===== src/rtl/apb_gpio_pkg.sv =====
package apb_gpio_pkg;

    localparam int unsigned LANE      = 32;
    localparam int unsigned MAX_PORTS = 4;
    localparam int unsigned ADDR_W    = 7;

    localparam logic [ADDR_W-1:0] PORT_STRIDE = 7'h0C;
    localparam logic [ADDR_W-1:0] DIR_OFS     = 7'h04;
    localparam logic [ADDR_W-1:0] EXT_BASE    = 7'h50;
    localparam logic [ADDR_W-1:0] EXT_STRIDE  = 7'h04;

    localparam logic [ADDR_W-1:0] OFS_IEN   = 7'h30;
    localparam logic [ADDR_W-1:0] OFS_DBEN  = 7'h48;
    localparam logic [ADDR_W-1:0] OFS_MASK  = 7'h34;
    localparam logic [ADDR_W-1:0] OFS_TYPE  = 7'h38;
    localparam logic [ADDR_W-1:0] OFS_POL   = 7'h3C;
    localparam logic [ADDR_W-1:0] OFS_STAT  = 7'h40;
    localparam logic [ADDR_W-1:0] OFS_EOI   = 7'h4C;
    localparam logic [ADDR_W-1:0] ALT_MASK  = 7'h44;
    localparam logic [ADDR_W-1:0] ALT_TYPE  = 7'h34;
    localparam logic [ADDR_W-1:0] ALT_POL   = 7'h38;
    localparam logic [ADDR_W-1:0] ALT_STAT  = 7'h3C;
    localparam logic [ADDR_W-1:0] ALT_EOI   = 7'h40;

    typedef enum logic [3:0] {
        K_NONE, K_DATA, K_DIR, K_EXT,
        K_IEN, K_IMASK, K_ITYPE, K_IPOL, K_ISTAT, K_DBEN, K_EOI
    } reg_kind_e;

    typedef struct packed {
        reg_kind_e  kind;
        logic [1:0] port;
    } reg_sel_t;

    function automatic logic [LANE-1:0] width_mask(input int unsigned w);
        if (w >= LANE) return '1;
        return {LANE{1'b1}} >> (LANE - w);
    endfunction

    function automatic reg_sel_t decode_addr(input logic [ADDR_W-1:0] a, input logic alt);
        reg_sel_t s;
        s.kind = K_NONE;
        s.port = 2'd0;
        for (int p = 0; p < MAX_PORTS; p++) begin
            if (a == ADDR_W'(p) * PORT_STRIDE) begin
                s.kind = K_DATA; s.port = 2'(p);
            end
            if (a == ADDR_W'(p) * PORT_STRIDE + DIR_OFS) begin
                s.kind = K_DIR; s.port = 2'(p);
            end
            if (a == EXT_BASE + ADDR_W'(p) * EXT_STRIDE) begin
                s.kind = K_EXT; s.port = 2'(p);
            end
        end
        if (a == OFS_IEN)       s.kind = K_IEN;
        else if (a == OFS_DBEN) s.kind = K_DBEN;
        else if (!alt) begin
            if (a == OFS_MASK)      s.kind = K_IMASK;
            else if (a == OFS_TYPE) s.kind = K_ITYPE;
            else if (a == OFS_POL)  s.kind = K_IPOL;
            else if (a == OFS_STAT) s.kind = K_ISTAT;
            else if (a == OFS_EOI)  s.kind = K_EOI;
        end else begin
            if (a == ALT_MASK)      s.kind = K_IMASK;
            else if (a == ALT_TYPE) s.kind = K_ITYPE;
            else if (a == ALT_POL)  s.kind = K_IPOL;
            else if (a == ALT_STAT) s.kind = K_ISTAT;
            else if (a == ALT_EOI)  s.kind = K_EOI;
        end
        return s;
    endfunction

endpackage


===== src/rtl/gpio_sync2.sv =====
module gpio_sync2 #(
    parameter int unsigned W = 32
) (
    input  logic         clk,
    input  logic         rst,
    input  logic [W-1:0] d,
    output logic [W-1:0] q
);
    logic [W-1:0] stage1;

    always_ff @(posedge clk) begin
        if (rst) begin
            stage1 <= '0;
            q      <= '0;
        end else begin
            stage1 <= d;
            q      <= stage1;
        end
    end
endmodule


===== src/rtl/gpio_debounce.sv =====
module gpio_debounce #(
    parameter int unsigned W = 32
) (
    input  logic         clk,
    input  logic         rst,
    input  logic         tick,
    input  logic [W-1:0] en,
    input  logic [W-1:0] d,
    output logic [W-1:0] q
);
    logic [W-1:0] last_q;
    logic [W-1:0] filt_q;

    // A bit is accepted when two consecutive strobe samples agree.
    always_ff @(posedge clk) begin
        if (rst) begin
            last_q <= '0;
            filt_q <= '0;
        end else if (tick) begin
            last_q <= d;
            filt_q <= ((d ~^ last_q) & d) | ((d ^ last_q) & filt_q);
        end
    end

    assign q = (en & filt_q) | (~en & d);

    // the filtered value only moves on a strobe
    p_db_hold_r10: assert property (@(posedge clk) disable iff (rst)
        !tick |=> $stable(filt_q));
endmodule


===== src/rtl/gpio_irq_unit.sv =====
module gpio_irq_unit
    import apb_gpio_pkg::*;
#(
    parameter int unsigned WIDTH = 32
) (
    input  logic            clk,
    input  logic            rst,
    input  logic [LANE-1:0] lvl,
    input  logic            we,
    input  reg_kind_e       kind,
    input  logic [LANE-1:0] wdata,
    output logic [LANE-1:0] en_o,
    output logic [LANE-1:0] mask_o,
    output logic [LANE-1:0] typ_o,
    output logic [LANE-1:0] pol_o,
    output logic [LANE-1:0] status_o,
    output logic            irq_o
);
    localparam logic [LANE-1:0] VM = width_mask(WIDTH);

    logic [LANE-1:0] en_q, mask_q, typ_q, pol_q, prev_q, raw_edge_q;
    logic [LANE-1:0] ev, clr, level_hit, raw;

    assign ev  = en_q & typ_q & VM &
                 ((pol_q & lvl & ~prev_q) | (~pol_q & ~lvl & prev_q));
    assign clr = (we && kind == K_EOI) ? wdata : '0;

    always_ff @(posedge clk) begin
        if (rst) begin
            en_q       <= '0;
            mask_q     <= '0;
            typ_q      <= '0;
            pol_q      <= '0;
            prev_q     <= '0;
            raw_edge_q <= '0;
        end else begin
            if (we) begin
                case (kind)
                    K_IEN:   en_q   <= wdata & VM;
                    K_IMASK: mask_q <= wdata & VM;
                    K_ITYPE: typ_q  <= wdata & VM;
                    K_IPOL:  pol_q  <= wdata & VM;
                    default: ;
                endcase
            end
            prev_q     <= lvl;
            // a new edge wins over a clear in the same cycle
            raw_edge_q <= (raw_edge_q & ~clr) | ev;
        end
    end

    assign level_hit = ~(lvl ^ pol_q);
    assign raw       = (typ_q & raw_edge_q) | (~typ_q & level_hit);
    assign status_o  = raw & en_q & ~mask_q & VM;
    assign irq_o     = |status_o;
    assign en_o      = en_q;
    assign mask_o    = mask_q;
    assign typ_o     = typ_q;
    assign pol_o     = pol_q;

    // a latched edge stays until cleared
    p_edge_hold_r4: assert property (@(posedge clk) disable iff (rst)
        (|(raw_edge_q & ~clr)) |=>
            ((raw_edge_q & $past(raw_edge_q & ~clr)) == $past(raw_edge_q & ~clr)));

    // a clear without a coincident edge removes the bit
    p_eoi_clear_r8: assert property (@(posedge clk) disable iff (rst)
        (|(clr & ~ev)) |=> ((raw_edge_q & $past(clr & ~ev)) == '0));

    // disabled, idle bits never latch
    p_off_no_latch_r9: assert property (@(posedge clk) disable iff (rst)
        (|(~en_q & ~raw_edge_q)) |=> ((raw_edge_q & $past(~en_q & ~raw_edge_q)) == '0));
endmodule


===== src/rtl/apb_gpio_top.sv =====
module apb_gpio_top
    import apb_gpio_pkg::*;
#(
    parameter int unsigned NPORTS            = 4,
    parameter int unsigned PORT_W [MAX_PORTS] = '{8, 8, 8, 4},
    parameter bit          ALT_MAP           = 1'b0
) (
    input  logic                   clk,
    input  logic                   rst,
    input  logic                   psel,
    input  logic                   penable,
    input  logic                   pwrite,
    input  logic [ADDR_W-1:0]      paddr,
    input  logic [LANE-1:0]        pwdata,
    output logic [LANE-1:0]        prdata,
    output logic                   pready,
    input  logic                   db_tick,
    input  logic [NPORTS*LANE-1:0] pin_in,
    output logic [NPORTS*LANE-1:0] pin_out,
    output logic [NPORTS*LANE-1:0] pin_oe,
    output logic [LANE-1:0]        irq_bits,
    output logic                   irq
);
    localparam logic [LANE-1:0] VMA = width_mask(PORT_W[0]);

    reg_sel_t        sel;
    logic            wr_en;
    logic [LANE-1:0] dat_rd [MAX_PORTS];
    logic [LANE-1:0] dir_rd [MAX_PORTS];
    logic [LANE-1:0] ext_rd [MAX_PORTS];
    logic [LANE-1:0] dben_q, lvl_a;
    logic [LANE-1:0] ien_w, imask_w, itype_w, ipol_w, istat_w;
    logic [LANE-1:0] rdata;

    assign sel    = decode_addr(paddr, ALT_MAP);
    assign wr_en  = psel && penable && pwrite;
    assign pready = 1'b1;

    always_ff @(posedge clk) begin
        if (rst)                            dben_q <= '0;
        else if (wr_en && sel.kind == K_DBEN) dben_q <= pwdata & VMA;
    end

    for (genvar p = 0; p < MAX_PORTS; p++) begin : g_port
        if (p < NPORTS) begin : g_on
            localparam logic [LANE-1:0] VM = width_mask(PORT_W[p]);
            logic [LANE-1:0] dat_q, dir_q, syn;

            always_ff @(posedge clk) begin
                if (rst) begin
                    dat_q <= '0;
                    dir_q <= '0;
                end else if (wr_en && sel.port == 2'(p)) begin
                    if (sel.kind == K_DATA) dat_q <= pwdata & VM;
                    if (sel.kind == K_DIR)  dir_q <= pwdata & VM;
                end
            end

            gpio_sync2 #(.W(LANE)) u_sync (
                .clk (clk),
                .rst (rst),
                .d   (pin_in[p*LANE +: LANE] & VM),
                .q   (syn)
            );

            assign pin_out[p*LANE +: LANE] = dat_q;
            assign pin_oe[p*LANE +: LANE]  = dir_q;
            assign dat_rd[p] = dat_q;
            assign dir_rd[p] = dir_q;

            if (p == 0) begin : g_irq
                gpio_debounce #(.W(LANE)) u_db (
                    .clk  (clk),
                    .rst  (rst),
                    .tick (db_tick),
                    .en   (dben_q),
                    .d    (syn),
                    .q    (lvl_a)
                );
                assign ext_rd[p] = lvl_a;
            end else begin : g_plain
                assign ext_rd[p] = syn;
            end
        end else begin : g_off
            assign dat_rd[p] = '0;
            assign dir_rd[p] = '0;
            assign ext_rd[p] = '0;
        end
    end

    gpio_irq_unit #(.WIDTH(PORT_W[0])) u_irq (
        .clk      (clk),
        .rst      (rst),
        .lvl      (lvl_a),
        .we       (wr_en),
        .kind     (sel.kind),
        .wdata    (pwdata),
        .en_o     (ien_w),
        .mask_o   (imask_w),
        .typ_o    (itype_w),
        .pol_o    (ipol_w),
        .status_o (istat_w),
        .irq_o    (irq)
    );

    assign irq_bits = istat_w;

    always_comb begin
        case (sel.kind)
            K_DATA:  rdata = dat_rd[sel.port];
            K_DIR:   rdata = dir_rd[sel.port];
            K_EXT:   rdata = ext_rd[sel.port];
            K_IEN:   rdata = ien_w;
            K_IMASK: rdata = imask_w;
            K_ITYPE: rdata = itype_w;
            K_IPOL:  rdata = ipol_w;
            K_ISTAT: rdata = istat_w;
            K_DBEN:  rdata = dben_q;
            default: rdata = '0;
        endcase
    end

    assign prdata = (psel && !pwrite) ? rdata : '0;
endmodule


===== config.mk =====
export PLATFORM = sky130hd
export DESIGN_NAME = apb_gpio_top
export DESIGN_NICKNAME = d
export VERILOG_FILES = /design/src/rtl/apb_gpio_pkg.sv /design/src/rtl/gpio_sync2.sv /design/src/rtl/gpio_debounce.sv /design/src/rtl/gpio_irq_unit.sv /design/src/rtl/apb_gpio_top.sv
export SDC_FILE = /design/constraint.sdc
export NUM_CORES = 1
export LEC_CHECK = 0
export BUFFER_PORTS_ARGS = -buffer_cell sky130_fd_sc_hd__buf_2
export CAP_MARGIN = 20
export CORE_AREA = 5 5 189 191
export CTS_CLUSTER_SIZE = 24
export DETAILED_ROUTE_END_ITERATION = 8
export DIE_AREA = 0 0 194 196
export PLACE_DENSITY = 0.54
export SYNTH_ARGS = -nofsm -noshare
export SYNTH_HDL_FRONTEND = slang
export SYNTH_SLANG_ARGS = --single-unit

===== constraint.sdc =====
create_clock -name clk -period 3.7 [get_ports clk]
set_input_delay 0.74 -clock clk [delete_from_list [all_inputs] [get_ports clk]]
set_output_delay 0.74 -clock clk [all_outputs]
set_load 0.01 [all_outputs]

==> results of run 1 <==
## final timing paths
path                                           end  slack, ps  cells after the start
min reg2reg  g_port[2].g_on.u_sync.q[4]$_SDFF_PP0_        440                      1
max reg2reg         u_irq.raw_edge_q[7]$_SDFF_PP0_       1850                      8
min          g_port[2].g_on.u_sync.q[4]$_SDFF_PP0_        440                      1
max                                      prdata[3]         60                      9
## kinds of logic after synthesis
group / after synthesis
AND/OR/NAND/NOR: 359
flip-flops: 184
buffers and inverters: 346
adder cells (fa/ha/maj): 24
multiplexers: 111
XOR/XNOR: 5
other: 2
AO/OA/AOI/OAI: 167
## synthesized netlist by cell type, drive strengths merged (6+ instances only)
cell type  instances
a21oi             46
inv               26
a22oi              9
nand2b            10
and3              11
nor2             103
mux2              11
nand2             74
o221ai            10
mux2i            100
a2111oi            6
ha                24
o21ai             26
dfxtp            184
nand3             31
nor2b             61
buf              278
and2              10
nor4               9
o31ai             12
nor3b              6
clkbuf            41
nand4              6
or2                6
a32oi              9
nor3              12
## critical path, cell delays in order
cell	delay, ps
buf_2	200
buf_4	270
nand2_1	180
a211oi_1	350
buf_4	220
nor3_1	60
o31ai_1	400
a41oi_2	260
buf_2	200
## state kept, by name, indices dropped and copies added (netlist names)
name                           flops
dben_q                             8
g_port.g_on.dat_q                 28
g_port.g_on.dir_q                 28
g_port.g_on.g_irq.u_db.filt_q      8
g_port.g_on.g_irq.u_db.last_q      8
g_port.g_on.u_sync.q              28
g_port.g_on.u_sync.stage1         28
u_irq.en_o                         8
u_irq.mask_o                       8
u_irq.pol_o                        8
u_irq.prev_q                       8
u_irq.raw_edge_q                   8
u_irq.typ_o                        8
## power by group
part	leakage (nW)	internal (mW)	total [mW]	switching [mW]
sequential	1.50	2.01	2.02	0.0126
clock	0.289	0.969	1.87	0.898
combinational	3.44	0.106	0.417	0.310
## routing by layer
layer / up-vias / routed length [µm]
met5: - / 27
met4: 4 / 671
met3: 41 / 2320
met2: 350 / 13900
met1: 3786 / 13400
li1: 3862 / -
## metrics by stage
step,setup TNS [ps],util [%],setup WS [ps],total power [mW]
after floorplan,0,-,539,2.55
after global placement,0,32.2,132,2.47
after detailed placement,0,32.2,95.9,2.47
after CTS,0,34.1,4.02,4.34
after global routing,-35.6,34.2,-35.6,4.46
final,0,34.2,62.0,4.31
## final cells by class
class | count | area share, %
clock buffers | 17 | 3.67
clock inverters | 15 | 1.55
inverters | 27 | 0.873
multi-input cells | 915 | 47.7
flip-flops and latches | 184 | 31.8
well taps | 455 | 4.91
repair buffers | 181 | 9.55
## repair_timing
item	CTS	global route
buffers inserted	1	1
setup endpoints to repair	2	4
resized for setup	6	5
==> flow_summary.yaml, run 1 <==
run_status:
  status: "complete, no violations"
min_path:
  hold_class: "flip-flop to flip-flop"
  hp-start: "g_port[2].g_on.u_sync.stage1[4]$_SDFF_PP0_"
logic_synthesis:
  synth.area.mux_share_pct: 10.7
  synth-edff-count: 0
  synthSimpleGateAreaFrac_pct: 18.1
  yosys_warnings: 0
  synth.area.top_cells: "dfxtp_1 (35%), buf_4 (18%), mux2i_1 (9.5%)"
  ys_seq_area_share_pct: 35.0
  synth-xor-area-share_pct: 0.416
  synth_area_mm2: 0.0105
  avgSynthCellArea_um2: 8.79
  synth_top_area_share_pct: 35.0
  syn_inst: 1198
  synthAdderAreaFrac_pct: 2.85
  synth_top_family_by_area: "buffers and inverters"
  ys_types: 67
  synth_seq_cells: 184
  postSynth.asyncResetShare_pct: 0
  ys.flop_type: "dfxtp_1"
  synth_compound_gate_area_share_pct: 11.3
  synth_largest_area_cell: "dfxtp_1"
global_route:
  grt_overflow: 0
  grt_util_met2_pct: 24.1
  use_met1_pct: 20.1
  globalRoute.busiestLayer: "met2"
  grt_pass1_wl_mm: 44.3
  grt_max_degree: 77
  antenna_found_initial: 2
  track_usage_pct: 14.8
  grt_use_met3_pct: 2.83
  grt_pass1_vias: 7326
floorplan:
  io_pins: 495
  die-area_mm2: 0.0380
  die_x_um: 194
  initial_core_util_pct: 31.0
  fp-row-count: 68
  die_h_um: 196
  coreArea_mm2: 0.0339
critical_path:
  crit_required_ps: 2960
  cp-startpoint: "paddr[3]"
  arrival_ps: 2900
  critPathMaxFanout: 15
  critPathLaunchType: "input pin"
  r2r-start: "dben_q[7]$_SDFFE_PP0P_"
  path_class: "input pin to output pin"
  crit_path_end_kind: "output pin"
clocking:
  clock_sinks: 184
  cts_hold_buf: 0
  clk_pin_slew_ps: 70
  clock_latency_ps: 440
  clock-root-buffer: "clkbuf_16"
  cts.path.max_buffers: 2
  cts.htree.levels: 4
  cts_tree: "done"
  cts_buffers: 17
sta:
  final_max_slew_viol_count: 0
  slew_headroom_pct: 42.8
  timing.fmax_mhz: 275
  worst_pin_slew_ps: 857
  hold-worst-slack_ps: 438
  post-route-min-period_ps: 3640
  finalSetupViolations: 0
  period_share_pct: 98.3
  finalHoldViolCount: 0
  clock_skew_ps: 12.1
power_and_ir_drop:
  p_leak_nw: 5.23
  p_per_area_mw_per_mm2: 371
  ir_drop_mv: 0.287
layout:
  nFillCells: 3541
  final_cells: 1794
  antennaDiodeCount: 0
  layout_commonest_cell: "conb_1"
  mostFrequentLayoutCells: "conb_1 (249), dfxtp_1 (182), buf_2 (120)"
  drive_above_1_share_pct: 18.9
  fin_area_mm2: 0.0116
  nNetsFinal: 1523
  regArea_mm2: 0.00369
  multi_input_area_mm2: 0.00554
  syn_to_final_growth_pct: 10.2
detailed_routing:
  routed-via-count: 8043
  viasPerCell: 4.48
  first_pass_iters: 5
  ant_nets: 0
  drcViolationCount: 0
  drtIter0Drc: 493
  routed_wl_mm: 30.2
  avgRoutedWirePerCell_um: 16.9
run:
  drv_cap: 0
place:
  hpwl_mm: 23.1
  io_buffers: 121
  gp_congestion: 0.858
  postPlaceCellArea_mm2: 0.0109
  dp.cells: 1760
(Power assumes the default switching activity.)
==> inputs of run 2 (changes only) <==
CORE_AREA = 5 5 187 189   (was 5 5 189 191)
CTS_BUF_LIST = sky130_fd_sc_hd__clkbuf_2   (was not set)
DIE_AREA = 0 0 192 194   (was 0 0 194 196)
PLACE_DENSITY = 0.55   (was 0.54)
==> run 2 against run 1 <==
The run now ends with negative setup slack left. Combinational power rose by 4.8%. Flip-flop and latch count unchanged. Maximum frequency shrank 5.3%. Via count rose by 1.9%. First-iteration DRC count up 25%. Non-clock buffer count grew 29. Die area shrank 2.0%. Sequential share of layout area decreased by 0.46 points. Cell count grew 1.3%. Worst setup slack got worse by 200 ps. Critical path depth did not move. Critical path type is now flip-flop to output pin. Highest routed layer unchanged.
==> flow_summary.yaml, run 2 (synthesis gave the netlist of run 1 again) <==
run_status:
  status: "finished, violations left"
  violations: "negative setup slack"
sta:
  finalHoldViolCount: 0
  period_share_pct: 104
  rsz0062_at_grt: "true"
  hold-worst-slack_ps: 106
  worst_slack_ps: -140
  finalSetupViolations: 2
  timing.fmax_mhz: 260
  final_max_slew_viol_count: 0
  fin_tns_setup_ps: -251
  clock_skew_ps: 34.4
  worst_pin_slew_ps: 794
  post-route-min-period_ps: 3840
  slew_headroom_pct: 46.7
critical_path:
  rrSetupSlack_ps: 2030
  rr_worst_depth: 8
  r2r-start: "dben_q[4]$_SDFFE_PP0P_"
  path_class: "flip-flop to output pin"
  arrival_ps: 3100
  cp-startpoint: "dben_q[4]$_SDFFE_PP0P_"
  crit_required_ps: 2960
  critPathLaunchType: "flip-flop"
  critPathMaxFanout: 2
  crit_path_end_kind: "output pin"
  worstReg2RegEnd: "u_irq.raw_edge_q[4]$_SDFF_PP0_"
global_route:
  grt_pass1_vias: 7579
  track_usage_pct: 15.6
  grt_overflow: 0
  grt_pass1_wl_mm: 45.5
  antenna_found_initial: 3
  grt_max_degree: 72
floorplan:
  die-area_mm2: 0.0372
  coreArea_mm2: 0.0331
  io_pins: 495
  fp-row-count: 67
  die_h_um: 194
  initial_core_util_pct: 31.8
  die_x_um: 192
clocking:
  clk_pin_slew_ps: 310
  cts.path.max_buffers: 2
  cts_tree: "done"
  cts_hold_buf: 0
  cts.htree.levels: 4
  clock_sinks: 184
  clock-root-buffer: "clkbuf_2"
  cts_buffers: 17
  clock_latency_ps: 800
min_path:
  holdPathStages: 2
  hold_class: "input pin to flip-flop"
  holdPathEnd: "g_port[0].g_on.u_sync.stage1[4]$_SDFF_PP0_"
  hp-start: "pin_in[4]"
detailed_routing:
  first_pass_iters: 7
  avgRoutedWirePerCell_um: 16.9
  routed_wl_mm: 30.6
  drtIter0Drc: 617
  routed-via-count: 8196
  drcViolationCount: 0
  viasPerCell: 4.51
  ant_nets: 0
place:
  hpwl_mm: 23.1
  gp_congestion: 0.875
  io_buffers: 121
layout:
  layout_commonest_cell: "conb_1"
  syn_to_final_growth_pct: 12.6
  nNetsFinal: 1552
  mostFrequentLayoutCells: "conb_1 (249), dfxtp_1 (169), buf_2 (116)"
  drive_above_1_share_pct: 24.1
power_and_ir_drop:
  ir_drop_mv: 0.152
  p_sw_mw: 1.14
  share_comb_of_total_power_pct: 12.5
  p_per_area_mw_per_mm2: 296
  swShare_pct: 32.6
  intPower_mw: 2.36
  clockPowerShare_pct: 29.5
  p_leak_nw: 5.29
  seq_power_share_pct: 58.0
run:
  drv_cap: 0
==> run 2: cell count changes in the layout (fill, tap and decap cells not counted), sizes merged <==
cell      delta
buf         +29
diode        +2
inv          +2
bufinv       -1
clkinvlp     -1
==> run 2: worst max path at each step <==
stage / end / slack, ps / cells after the start
after CTS: prdata[4] / -180 / 9
after detailed placement: prdata[6] / -60 / 9
after global routing: prdata[7] / -290 / 9
final: prdata[4] / -140 / 9
after floorplan: prdata[0] / 540 / 7
after global placement: prdata[6] / -50 / 9
==> run 2: final cells by class <==
| cell class | count | area [µm²] |
|---|---|---|
| Antenna cell | 2 | 5.00 |
| Inverter | 27 | 101 |
| Fill cell | 3423 | 21300 |
| Tap cell | 448 | 561 |
| Clock inverter | 15 | 153 |
| Multi-Input combinational cell | 915 | 5910 |
| Timing Repair Buffer | 210 | 1340 |
| Sequential cell | 184 | 3710 |
| Clock buffer | 17 | 85.1 |
==> run 2: repair_timing <==
item | CTS | global route
resized for setup | 60 | 37
pin swaps | 13 | 23
buffers inserted | 12 | 9
endpoints found under the setup margin | 9 | 9
gates cloned | 0 | 0
==> run 2: layer usage <==
| layer | up-vias | global-route usage, % | wire (µm) |
|---|---|---|---|
| li1 | 3914 | - | - |
| met1 | 3892 | 21.8 | 14000 |
| met2 | 351 | 25.0 | 13900 |
| met3 | 37 | 2.75 | 2140 |
| met4 | 2 | 4.09 | 642 |
| met5 | - | 0 | 7 |
==> run 2: power groups by stage <==
stage / logic [mW] / clock network [mW] / registers [mW]
2_1_floorplan: 0.484 / 0 / 2.07
3_3_place_gp: 0.403 / 0 / 2.07
3_5_place_dp: 0.407 / 0 / 2.07
4_1_cts: 0.414 / 1.07 / 2.04
5_1_grt: 0.476 / 1.16 / 2.04
6_report: 0.437 / 1.04 / 2.03
==> run 2: per-stage QoR <==
stage	cell area [µm²]	utilization (%)	std cells	total power [mW]	setup slack, ps
final	11900	35.8	1818	3.51	-140
after global routing	11900	35.8	1818	3.67	-289
after floorplan	11500	-	1445	2.55	539
after detailed placement	11000	33.2	1764	2.48	-62.0
after global placement	11000	33.2	1764	2.47	-47.4
after CTS	11600	35.0	1807	3.52	-177
==> run 2: critical path: stages (launching register included) <==
cell     delay (ps)
dfxtp_4         440
mux2i_1         180
buf_4           170
ha_4            200
or2_4           230
a21oi_4         150
a21oi_2          70
or4_4           520
a41oi_4         210
buf_6           140
